**src/rtl/booth_pkg.sv**
```systemverilog
package booth_pkg;

    // Selected multiple for one recoding step: neg applies to one/two.
    typedef struct packed {
        logic neg;
        logic one;
        logic two;
    } booth_digit_t;

endpackage

```
**src/rtl/booth_recoder.sv**
```systemverilog
module booth_recoder
    import booth_pkg::*;
(
    input  logic [2:0]   win,
    output booth_digit_t digit
);

    // triple to signed multiple
    always_comb begin
        digit = '0;
        unique case (win)
            3'b001, 3'b010: digit.one = 1'b1;
            3'b011:         digit.two = 1'b1;
            3'b100: begin
                digit.two = 1'b1;
                digit.neg = 1'b1;
            end
            3'b101, 3'b110: begin
                digit.one = 1'b1;
                digit.neg = 1'b1;
            end
            default:        digit = '0;
        endcase
    end

endmodule

```
**src/rtl/booth_ppgen.sv**
```systemverilog
module booth_ppgen
    import booth_pkg::*;
#(
    parameter int PW = 16
) (
    input  logic [PW-1:0] mcand,
    input  booth_digit_t  digit,
    output logic [PW-1:0] addend,
    output logic          carry_in
);

    logic [PW-1:0] mag;

    always_comb begin
        if (digit.two)
            mag = {mcand[PW-2:0], 1'b0};
        else if (digit.one)
            mag = mcand;
        else
            mag = '0;
        // Negation as inverse plus a carry into the accumulator adder.
        addend   = digit.neg ? ~mag : mag;
        carry_in = digit.neg;
    end

endmodule

```
**src/rtl/booth_radix4_mul.sv**
```systemverilog
module booth_radix4_mul
    import booth_pkg::*;
#(
    parameter int WIDTH = 8
) (
    input  logic               clk,
    input  logic               rst_n,
    input  logic               start,
    input  logic [WIDTH-1:0]   x_in,
    input  logic [WIDTH-1:0]   y_in,
    output logic               busy,
    output logic               done,
    output logic [2*WIDTH-1:0] product
);

    localparam int PW    = 2 * WIDTH;
    localparam int STEPS = WIDTH / 2;
    localparam int CW    = $clog2(STEPS + 1);
    localparam logic [CW-1:0] LAST_STEP = CW'(STEPS - 1);

    typedef struct packed {
        logic          busy;
        logic          done;
        logic [CW-1:0] step;
        logic [WIDTH:0] ywin;   // multiplier with implicit zero below LSB
        logic [PW-1:0] mcand;   // sign-extended, pre-weighted by 4^step
        logic [PW-1:0] acc;
    } state_t;

    state_t       st_q, st_d;
    booth_digit_t digit;
    logic [PW-1:0] addend;
    logic          carry_in;
    logic [PW-1:0] sum;

    booth_recoder u_recoder (
        .win   (st_q.ywin[2:0]),
        .digit (digit)
    );

    booth_ppgen #(.PW(PW)) u_ppgen (
        .mcand    (st_q.mcand),
        .digit    (digit),
        .addend   (addend),
        .carry_in (carry_in)
    );

    assign sum = st_q.acc + addend + PW'(carry_in);

    always_comb begin
        st_d      = st_q;
        st_d.done = 1'b0;
        if (!st_q.busy) begin
            if (start) begin
                st_d.busy  = 1'b1;
                st_d.step  = '0;
                st_d.ywin  = {y_in, 1'b0};
                st_d.mcand = {{WIDTH{x_in[WIDTH-1]}}, x_in};
                st_d.acc   = '0;
            end
        end else begin
            st_d.acc   = sum;
            st_d.mcand = {st_q.mcand[PW-3:0], 2'b00};
            st_d.ywin  = {{2{st_q.ywin[WIDTH]}}, st_q.ywin[WIDTH:2]};
            st_d.step  = st_q.step + 1'b1;
            if (st_q.step == LAST_STEP) begin
                st_d.busy = 1'b0;
                st_d.done = 1'b1;
            end
        end
    end

    always_ff @(posedge clk) begin
        if (!rst_n)
            st_q <= '0;
        else
            st_q <= st_d;
    end

    assign busy    = st_q.busy;
    assign done    = st_q.done;
    assign product = st_q.acc;


    busy_done_excl_chk: assert property (@(posedge clk) disable iff (!rst_n)
        !(busy && done));


    start_accept_chk: assert property (@(posedge clk) disable iff (!rst_n)
        (start && !busy) |=> busy);


    done_pulse_chk: assert property (@(posedge clk) disable iff (!rst_n)
        done |=> !done);


    step_advance_chk: assert property (@(posedge clk) disable iff (!rst_n)
        (busy && st_q.step != LAST_STEP) |=> (busy && st_q.step == $past(st_q.step) + 1'b1));


    busy_ignores_start_chk: assert property (@(posedge clk) disable iff (!rst_n)
        (busy && start && st_q.step != LAST_STEP) |=> (busy && st_q.step != '0));


    product_hold_chk: assert property (@(posedge clk) disable iff (!rst_n)
        (!busy && !start) |=> $stable(product));

endmodule

```
**config.mk**
```make
export PLATFORM = sky130hd
export DESIGN_NAME = booth_radix4_mul
export DESIGN_NICKNAME = d
export VERILOG_FILES = /design/src/rtl/booth_pkg.sv /design/src/rtl/booth_recoder.sv /design/src/rtl/booth_ppgen.sv /design/src/rtl/booth_radix4_mul.sv
export SDC_FILE = /design/constraint.sdc
export NUM_CORES = 1
export LEC_CHECK = 0
export ABC_CLOCK_PERIOD_IN_PS = 3500
export BUFFER_PORTS_ARGS = -buffer_cell sky130_fd_sc_hd__buf_2
export CAP_MARGIN = 20
export CORE_MARGIN = 5
export CORE_UTILIZATION = 54
export CTS_BUF_LIST = sky130_fd_sc_hd__clkbuf_8
export DETAILED_ROUTE_END_ITERATION = 7
export PLACE_DENSITY = 0.89
export REMOVE_ABC_BUFFERS = 1
export SLEW_MARGIN = 20
export SYNTH_ARGS = -nofsm -noshare
export SYNTH_HDL_FRONTEND = slang
export SYNTH_SLANG_ARGS = --single-unit
```
**constraint.sdc**
```tcl
create_clock -name clk -period 3.5 [get_ports clk]
set_input_delay 0.525 -clock clk [delete_from_list [all_inputs] [get_ports clk]]
set_output_delay 0.525 -clock clk [all_outputs]
set_load 0.01 [all_outputs]
```
==> results of run 1 <==
==> metrics by stage <==
| step | utilization | instances |
|---|---|---|
| final | 0.6232 | 441 |
| after global routing | 0.6232 | 441 |
| after CTS | 0.6020 | 438 |
| after detailed placement | 0.5744 | 430 |
| after global placement | 0.5744 | 430 |
| after floorplan | - | 315 |
==> cell type report <==
class,instances,area share
multi-input cells,261,0.5729
flip-flops and latches,46,0.2721
clock buffers,5,0.02030
inverters,8,0.008859
well taps,72,0.02658
repair buffers,46,0.07900
clock inverters,3,0.02030
==> cells by family (layout without fill, tap and decap cells) <==
family | Yosys count | in the layout | share of synthesized area
AND/OR/NAND/NOR | 86 | 86 | 0.1388
buffers and inverters | 44 | 62 | 0.07547
multiplexers | 17 | 17 | 0.05744
adder cells (fa/ha/maj) | 24 | 24 | 0.1031
XOR/XNOR | 29 | 29 | 0.08512
flip-flops | 46 | 46 | 0.3086
AO/OA/AOI/OAI | 105 | 105 | 0.2315
==> where the power goes <==
group	leakage [uW]	internal, uW	switching [uW]
Clock	0.0000683	286	183
Combinational	0.00118	160	198
Sequential	0.000378	561	36.9
Total	0.00163	1010	417
==> cells in the final DEF, fill, tap and decap left out, types with 2 or more instances in the layout <==
cell type / instances
nor2_1: 9
dfxtp_1: 45
buf_4: 9
buf_2: 36
xnor2_1: 8
and3_1: 16
xor2_2: 3
a21oi_2: 2
nand2_1: 37
o21bai_1: 3
a22o_1: 4
ha_1: 22
nor2b_1: 2
nand2b_1: 9
nor3_1: 3
nand3_1: 4
o21ai_0: 27
a21o_1: 5
inv_1: 7
mux2i_1: 15
a31oi_1: 10
o211a_1: 10
and2_1: 2
xor2_1: 18
a21oi_1: 28
clkbuf_8: 5
bufinv_16: 2
o21a_1: 3
a21oi_4: 2
==> registers in the layout, indices dropped and copies added, names as in the netlist <==
| name | cells |
|---|---|
| st_q | 28 |
| product | 16 |
| busy | 1 |
| done | 1 |
==> final timing paths <==
check,from,endpoint,slack (ps),cells past startpoint
worst max-delay path,st_q[33]$_SDFFE_PN0P_,product[14]$_SDFFE_PN0P_,140,15
worst min-delay path,x_in[1],st_q[17]$_SDFFE_PP0P_,460,3
worst max register to register,st_q[33]$_SDFFE_PN0P_,product[14]$_SDFFE_PN0P_,140,15
worst min register to register,st_q[43]$_SDFFE_PN0P_,st_q[43]$_SDFFE_PN0P_,480,2
==> synth_stat cells, types with 2 or more instances <==
| master | instances |
|---|---|
| clkbuf_1 | 17 |
| nand2b_1 | 9 |
| nor3_1 | 4 |
| and3_1 | 16 |
| buf_1 | 3 |
| a22o_1 | 4 |
| ha_1 | 23 |
| inv_1 | 7 |
| o211a_1 | 10 |
| and2_1 | 2 |
| a31oi_1 | 10 |
| xor2_1 | 21 |
| o21ai_0 | 27 |
| o21bai_1 | 3 |
| nand3_1 | 4 |
| nor2_1 | 9 |
| nor2b_1 | 2 |
| xnor2_1 | 8 |
| a221oi_1 | 2 |
| o21a_1 | 3 |
| mux2i_1 | 16 |
| nand2_1 | 37 |
| a21oi_1 | 32 |
| a21o_1 | 5 |
| buf_4 | 16 |
| dfxtp_1 | 46 |
==> what timing repair did <==
| item | in CTS | in global routing |
|---|---|---|
| endpoints found under the setup margin | 3 | 5 |
| pin swaps | 0 | 6 |
| buffers inserted | 0 | 3 |
| gates resized for setup | 3 | 16 |
==> critical path: stages, from the launching register on <==
cell and delay, ps:
dfxtp_1 370, inv_1 110, ha_4 190, mux2_4 330, a21oi_2 190, xor2_1 160
ha_1 290, buf_4 160, a21o_1 170, a21o_1 210, a211o_1 340, a21oi_4 170
o31ai_1 90, a21oi_1 190, xor2_1 170, o21ai_0 90
==> per-layer routing <==
layer  GRT usage  wire [um]  up-vias
met5           0          0        -
met4     0.05612        112        0
met3     0.03238        194        9
met2      0.2920       3156       45
met1      0.2276       3020     1168
li1            -          -     1259
==> results.toml, run 1 <==
[yosys]
synth_ff_type = "dfxtp_1"
yosysTopAreaCell = "dfxtp_1"
synth-edff-count = 0
synth.area.top_cells = "dfxtp_1 31%, ha_1 9.6%, xor2_1 6.2%"
syn_avg_cell_area_um2 = 8.502
async_reset_ff_frac = 0
ys_seq_area_frac = 0.3086
ys_warn_count = 0
syn_area_um2 = 2984
ys_ff_latch = 46
ys_types = 41
synth_top_area_frac = 0.3086
syn-instance-count = 351

[finish]
fin_area_um2 = 3390
drive_gt1_frac = 0.1951
nNetsFinal = 411
syn2layout_area_growth_pct = 13.58
multi_input_area_um2 = 1942
diodes = 0
fill_cells = 458
seqCellArea_um2 = 922.1

[timing]
maxSlewViolCount = 0
fin_crit_ps = 3359
worstMarginPinSlew_ps = 741.7
min_period_over_period = 0.9598
finalSetupViolations = 0
rsz0062_at_grt = "yes"
setup_tns_ps = 0
fmax_mhz = 297.7
layout_setup_ws_ps = 140.7
hold_viol = 0
whs_ps = 460.6
fin_skew_ps = 10.61
max_slew_margin = 0.5056

[drt]
drc = 0
ant_nets = 0
dr_total_vias = 2481
routed_wl_mm = 6.483
drt-wirelength-per-cell_um = 14.70
firstDrtPassIters = 5
drt-initial-drc-count = 116
vias_per_cell = 5.626

[critical_path]
path_class = "register to register"
cp_max_fo = 10
worstPathRequired_ps = 3670
cp-start-kind = "register"
cp-end-kind = "register"
arrival_ps = 3530

[power]
p_per_area_nw_per_um2 = 420.1
ir_worst_vdd_mv = 0.2531
leakagePower_uw = 0.001625
p_total_uw = 1424

[die]
rows = 27
coreArea_um2 = 5439
die_area_um2 = 7112
ioPinCount = 37
initial_core_util = 0.5487
die_x_um = 84.34
die_h_um = 84.34

[place]
hpwl_mm = 4.607
io_buffers = 36
placed_cell_area_um2 = 3124
place_congestion = 0.8685
pre_cts_ws_ps = -64.42

[clock_tree]
cts_tree = "yes"
cts_buffers = 5
hold_buffers = 0
cts_root_buffer = "clkbuf_8"
htree_levels = 2
cts_max_path_buffers = 2
clk_transition_reported_paths_ps = 90
cts_sinks = 46
insertion_delay_ps = 300

[global_route]
grt_start_max_net_pins = 46
overflow = 0
antenna_found_initial = 0
grt_pass1_wl_mm = 10.54
grt_pass1_vias = 2374
grt_use_total = 0.1746

[run_status]
status = "finished, final reports clean"

[flow_run]
max-cap-violations = 0

[worst_hold_path]
hp-class = "input pin to register"
Note: power is estimated with default switching activity, not from simulation.
==> run 2: changes to the inputs <==
--- a/config.mk
+++ b/config.mk
@@ -13,6 +13,7 @@
 export CTS_BUF_LIST = sky130_fd_sc_hd__clkbuf_8
 export DETAILED_ROUTE_END_ITERATION = 7
 export PLACE_DENSITY = 0.89
+export RECOVER_POWER = 25
 export REMOVE_ABC_BUFFERS = 1
 export SLEW_MARGIN = 20
 export SYNTH_ARGS = -nofsm -noshare
==> run 2 against run 1 <==
Against the previous run: combinational power is essentially flat; utilization shrank 0.069 points; setup slack is essentially flat; cell count is the same; largest power group unchanged.
==> results.toml, run 2 (synthesized netlist as in run 1, its figures left out) <==
[clock_tree]
clk_transition_reported_paths_ps = 90
cts_root_buffer = "clkbuf_8"
cts_buffers = 5
cts_sinks = 46
insertion_delay_ps = 300
htree_levels = 2
cts_tree = "yes"
hold_buffers = 0
cts_max_path_buffers = 2

[finish]
final_common_cell = "dfxtp_1"
layout_common_cells = "45 x dfxtp_1, 37 x nand2_1, 36 x buf_2"
drive_gt1_frac = 0.1924
top_register = "st_q"
diodes = 0
syn2layout_area_growth_pct = 13.46
nNetsFinal = 411
fill_cells = 458
largest_reg_flops = 28

[timing]
max_slew_margin = 0.05314
maxSlewViolCount = 0
setup_tns_ps = 0
fin_crit_ps = 3359
rsz0062_at_grt = "yes"
fmax_mhz = 297.7
finalSetupViolations = 0
worstMarginPinSlew_ps = 1420
min_period_over_period = 0.9598
hold_viol = 0
fin_skew_ps = 10.60

[worst_hold_path]
whs_endpoint = "st_q[17]$_SDFFE_PP0P_"
min_path_cells = 3
worstHoldStart = "x_in[1]"
hp-class = "input pin to register"

[drt]
firstDrtPassIters = 4
routed_wl_mm = 6.484
drc = 0
drt-wirelength-per-cell_um = 14.70
vias_per_cell = 5.617
drt-initial-drc-count = 116
ant_nets = 0
dr_total_vias = 2477

[global_route]
grt_use_total = 0.1746
grt_pass1_wl_mm = 10.54
overflow = 0
grt_start_max_net_pins = 46
grt_pass1_vias = 2374
antenna_found_initial = 0

[power]
clkPwrFrac = 0.329
p_total_uw = 1424
p_sw_frac = 0.2928
seqPwrFrac = 0.420
p_int_uw = 1007
ir_worst_vdd_mv = 0.2533
pwr-share-comb = 0.251
leakagePower_uw = 0.001622
p_per_area_nw_per_um2 = 420.6
p_sw_uw = 417.0

[critical_path]
cp-start-kind = "register"
arrival_ps = 3530
path_delay_family = "compound AO/OA/AOI/OAI gates"
critPathMaxStageDelay_ps = 370
worstPathCellList = "inv_1, ha_4, mux2_4, a21oi_2, xor2_1, ha_1, buf_4, a21o_1, a21o_1, a211o_1, a21oi_4, o31ai_1, a21oi_1, xor2_1, o21ai_0"
r2r-start = "st_q[33]$_SDFFE_PN0P_"
crit_cells = 15
slowest_stage = "dfxtp_1"
reg2reg_to = "product[14]$_SDFFE_PN0P_"
worstPathRequired_ps = 3670
path_buf_inv = 2
rrSetupSlack_ps = 140
worstRegToRegCells = 15
path_class = "register to register"
cp_max_fo = 10
cp-end-kind = "register"

[place]
hpwl_mm = 4.607
place_congestion = 0.8685
io_buffers = 36

[run_status]
status = "finished, final reports clean"

[die]
die_h_um = 84.34
ioPinCount = 37
initial_core_util = 0.5487
die_area_um2 = 7112
die_x_um = 84.34
coreArea_um2 = 5439
rows = 27

[flow_run]
max-cap-violations = 0
run 2: changes by cell type in the layout (fill, tap and decap cells not counted), sizes merged:
cell / delta
buf: -1
clkbuf: +1
run 2: worst max-delay path by stage:
stage / start / end / slack [ps]
finish: st_q[33]$_SDFFE_PN0P_ / product[14]$_SDFFE_PN0P_ / 140
CTS: st_q[32]$_SDFFE_PN0P_ / product[15]$_SDFFE_PN0P_ / 7
floorplan: st_q[32]$_SDFFE_PN0P_ / product[15]$_SDFFE_PN0P_ / -80
global placement: st_q[32]$_SDFFE_PN0P_ / product[15]$_SDFFE_PN0P_ / 80
global route: st_q[33]$_SDFFE_PN0P_ / product[12]$_SDFFE_PN0P_ / -80
detailed placement: st_q[32]$_SDFFE_PN0P_ / product[15]$_SDFFE_PN0P_ / -60
run 2: what timing repair did:
item / in CTS / in global routing
setup buffers: 0 / 3
pin swaps: 0 / 6
endpoints found under the setup margin: 3 / 5
endpoints found under the hold margin: 0 / 0
gates resized for setup: 3 / 16
run 2: worst min-delay path, stage by stage:
cell	delay, ps
buf_2	80
mux2i_1	60
nor2_1	70
run 2: metal layers:
| metal | global-route usage | routed length, um | vias to the layer above |
|---|---|---|---|
| met5 | 0 | 0 | - |
| met3 | 0.03238 | 190 | 9 |
| li1 | - | - | 1259 |
| met4 | 0.05612 | 112 | 0 |
| met2 | 0.2920 | 3155 | 43 |
| met1 | 0.2276 | 3025 | 1166 |
run 2: cell type report:
cell class / instances / area [um2] / share of cell area
Clock buffer: 5 / 68.82 / 0.02033
Clock inverter: 3 / 68.82 / 0.02033
Sequential cell: 46 / 922.1 / 0.2724
Timing Repair Buffer: 46 / 264.0 / 0.07797
Inverter: 8 / 30.03 / 0.008869
Tap cell: 72 / 90.09 / 0.02661
Multi-Input combinational cell: 261 / 1942 / 0.5735
run 2: power by group through the flow:
stage | Combinational (uW) | Clock (uW) | Sequential (uW)
detailed placement | 326 | 0 | 608
global route | 396 | 507 | 604
global placement | 315 | 0 | 606
CTS | 330 | 478 | 596
floorplan | 227 | 0 | 604
finish | 358 | 469 | 598
run 2: stage by stage:
step	hold slack, ps	util	std cells	setup slack [ps]	instance area [um2]
final	461.5	0.6225	441	140.8	3386
after global routing	452.4	0.6225	441	-79.41	3386
after CTS	456.7	0.6020	438	6.704	3274
after detailed placement	454.0	0.5744	430	-64.42	3124
after global placement	434.3	0.5744	430	78.02	3124
after floorplan	425.0	-	315	-84.64	2789
==> run 3: changes to the inputs <==
==> constraint.sdc (replaced) <==
create_clock -name clk -period 3.5 [get_ports clk]
set_input_delay 0.7 -clock clk [delete_from_list [all_inputs] [get_ports clk]]
set_output_delay 0.7 -clock clk [all_outputs]
set_load 0.01 [all_outputs]
==> run 3 against run 2 <==
Against the previous run: count of clock-buffer cells in the layout unchanged; first-iteration DRC count up 3.4%; design area down 0.67%; power down 8.1%; wire length up 3.2%; global-route usage up 1.1 points; clock power down 27%; hold slack better by 5.3 ps; combinational power up 3%; largest power group unchanged; highest routed layer unchanged; clock skew about the same.
==> results.toml, run 3 (synthesized netlist as in run 1, its figures left out) <==
[finish]
nNetsFinal = 416
fin_util = 0.6184
top_register = "st_q"
fin_area_um2 = 3363
largest_reg_flops = 28
diodes = 0
layout_common_cells = "43 x dfxtp_1, 37 x nand2_1, 35 x buf_2"
final_common_cell = "dfxtp_1"
drive_gt1_frac = 0.2005
syn2layout_area_growth_pct = 12.70
fill_cells = 446

[timing]
maxSlewViolCount = 0
max_slew_margin = 0.08655
hold_viol = 0
finalSetupViolations = 0
min_period_over_period = 0.9879
fin_skew_ps = 10.49
worstMarginPinSlew_ps = 1370
fin_crit_ps = 3458
whs_ps = 466.8
fmax_mhz = 289.2

[die]
die_h_um = 84.34
initial_core_util = 0.5487
coreArea_um2 = 5439
rows = 27
die_x_um = 84.34
ioPinCount = 37
die_area_um2 = 7112

[power]
seqPwrFrac = 0.458
leakagePower_uw = 0.001616
p_sw_uw = 434.2
pwr-share-comb = 0.281
clkPwrFrac = 0.261
p_per_area_nw_per_um2 = 389.0
p_sw_frac = 0.3319
ir_worst_vdd_mv = 0.2190
p_int_uw = 874.1
p_total_uw = 1308

[critical_path]
critPathMaxStageDelay_ps = 360
arrival_ps = 3630
path_class = "register to register"
crit_cells = 15
worstPathCellList = "inv_1, ha_4, mux2_4, a21oi_2, xor2_1, ha_1, buf_4, a21o_1, a21o_1, a211o_1, a21oi_2, o21bai_1, a21oi_1, xor2_1, o21ai_0"
cp_max_fo = 5
worstPathRequired_ps = 3670
cp-start-kind = "register"
cp-end-kind = "register"
worstRegToRegCells = 15
path_buf_inv = 2
rrSetupSlack_ps = 40
r2r-start = "st_q[32]$_SDFFE_PN0P_"
path_delay_family = "compound AO/OA/AOI/OAI gates"
reg2reg_to = "product[12]$_SDFFE_PN0P_"
slowest_stage = "dfxtp_2"

[global_route]
overflow = 0
grt_start_max_net_pins = 46
grt_pass1_vias = 2362
grt_use_total = 0.1852
antenna_found_initial = 0
grt_pass1_wl_mm = 10.92

[worst_hold_path]
min_path_cells = 2
worstHoldStart = "st_q[43]$_SDFFE_PN0P_"
hp-class = "register to register"
whs_endpoint = "st_q[43]$_SDFFE_PN0P_"

[drt]
drc = 0
dr_total_vias = 2541
routed_wl_mm = 6.689
firstDrtPassIters = 4
vias_per_cell = 5.697
ant_nets = 0
drt-wirelength-per-cell_um = 15.00
drt-initial-drc-count = 120

[clock_tree]
cts_tree = "yes"
cts_root_buffer = "clkbuf_8"
cts_max_path_buffers = 2
cts_sinks = 46
clk_transition_reported_paths_ps = 100
insertion_delay_ps = 310
cts_buffers = 5
htree_levels = 2

[place]
placed_cell_area_um2 = 3132
place_congestion = 0.8632
hpwl_mm = 4.608
io_buffers = 36

[flow_run]
max-cap-violations = 0

[run_status]
status = "finished, final reports clean"
run 3: cell types whose count changed in the layout (fill, tap and decap cells not counted), moves of 2 or more:
cell	change
xor2_1	+2
dfxtp_1	-2
dfxtp_2	+2
a21oi_4	-2
bufinv_16	-2
buf_4	+4
a21oi_2	+2
xor2_2	-2
run 3: how the worst max path moves through the flow:
stage                           from                  endpoint  slack, ps
5_1_grt        st_q[32]$_SDFFE_PN0P_  product[15]$_SDFFE_PN0P_        -70
3_5_place_dp   st_q[32]$_SDFFE_PN0P_  product[15]$_SDFFE_PN0P_        -80
3_3_place_gp   st_q[32]$_SDFFE_PN0P_  product[15]$_SDFFE_PN0P_         80
6_report       st_q[32]$_SDFFE_PN0P_  product[12]$_SDFFE_PN0P_         40
2_1_floorplan  st_q[32]$_SDFFE_PN0P_  product[15]$_SDFFE_PN0P_        -80
4_1_cts        st_q[32]$_SDFFE_PN0P_  product[12]$_SDFFE_PN0P_         40
run 3: per-layer routing:
metal	share of wire	vias up	GRT usage
met4	0.022	0	0.06475
met5	0	-	0
met3	0.039	13	0.03533
met2	0.49	65	0.3027
li1	-	1270	-
met1	0.45	1193	0.2445
run 3: worst reg2reg max path, cell delays in order (launching register included):
cell and delay [ps]:
dfxtp_2 360, inv_1 110, ha_4 200, mux2_4 310, a21oi_2 170, xor2_1 210
ha_1 320, buf_4 160, a21o_1 180, a21o_1 220, a211o_1 320, a21oi_2 220
o21bai_1 120, a21oi_1 180, xor2_1 140, o21ai_0 100
run 3: stage by stage:
step	TNS (ps)	setup slack (ps)	cells
5_1_grt	-233.7	-71.74	446
2_1_floorplan	-135.3	-84.64	315
3_5_place_dp	-79.48	-79.48	431
3_3_place_gp	0	79.83	431
6_report	0	42.27	446
4_1_cts	0	37.12	440
run 3: layout make-up:
| class | count | area [um2] | share of cell area |
|---|---|---|---|
| Multi-Input combinational cell | 261 | 1912 | 0.5685 |
| Sequential cell | 46 | 924.6 | 0.2749 |
| Timing Repair Buffer | 51 | 312.8 | 0.09301 |
| Tap cell | 72 | 90.09 | 0.02679 |
| Clock buffer | 5 | 68.82 | 0.02046 |
| Inverter | 8 | 30.03 | 0.008929 |
| Clock inverter | 3 | 25.02 | 0.007440 |
run 3: repair_timing:
action	4_1_cts	5_1_grt
hold endpoints to repair	0	0
setup buffers	1	6
endpoints found under the setup margin	3	7
pin swaps	2	9
gates resized for setup	4	13
hold buffers	0	0
cloned	0	0
run 3: power by group through the flow:
stage | Clock [uW] | Sequential, uW | Combinational (uW)
global placement | 0 | 606 | 316
CTS | 350 | 597 | 334
floorplan | 0 | 604 | 227
global route | 375 | 604 | 406
finish | 342 | 599 | 368
detailed placement | 0 | 608 | 326
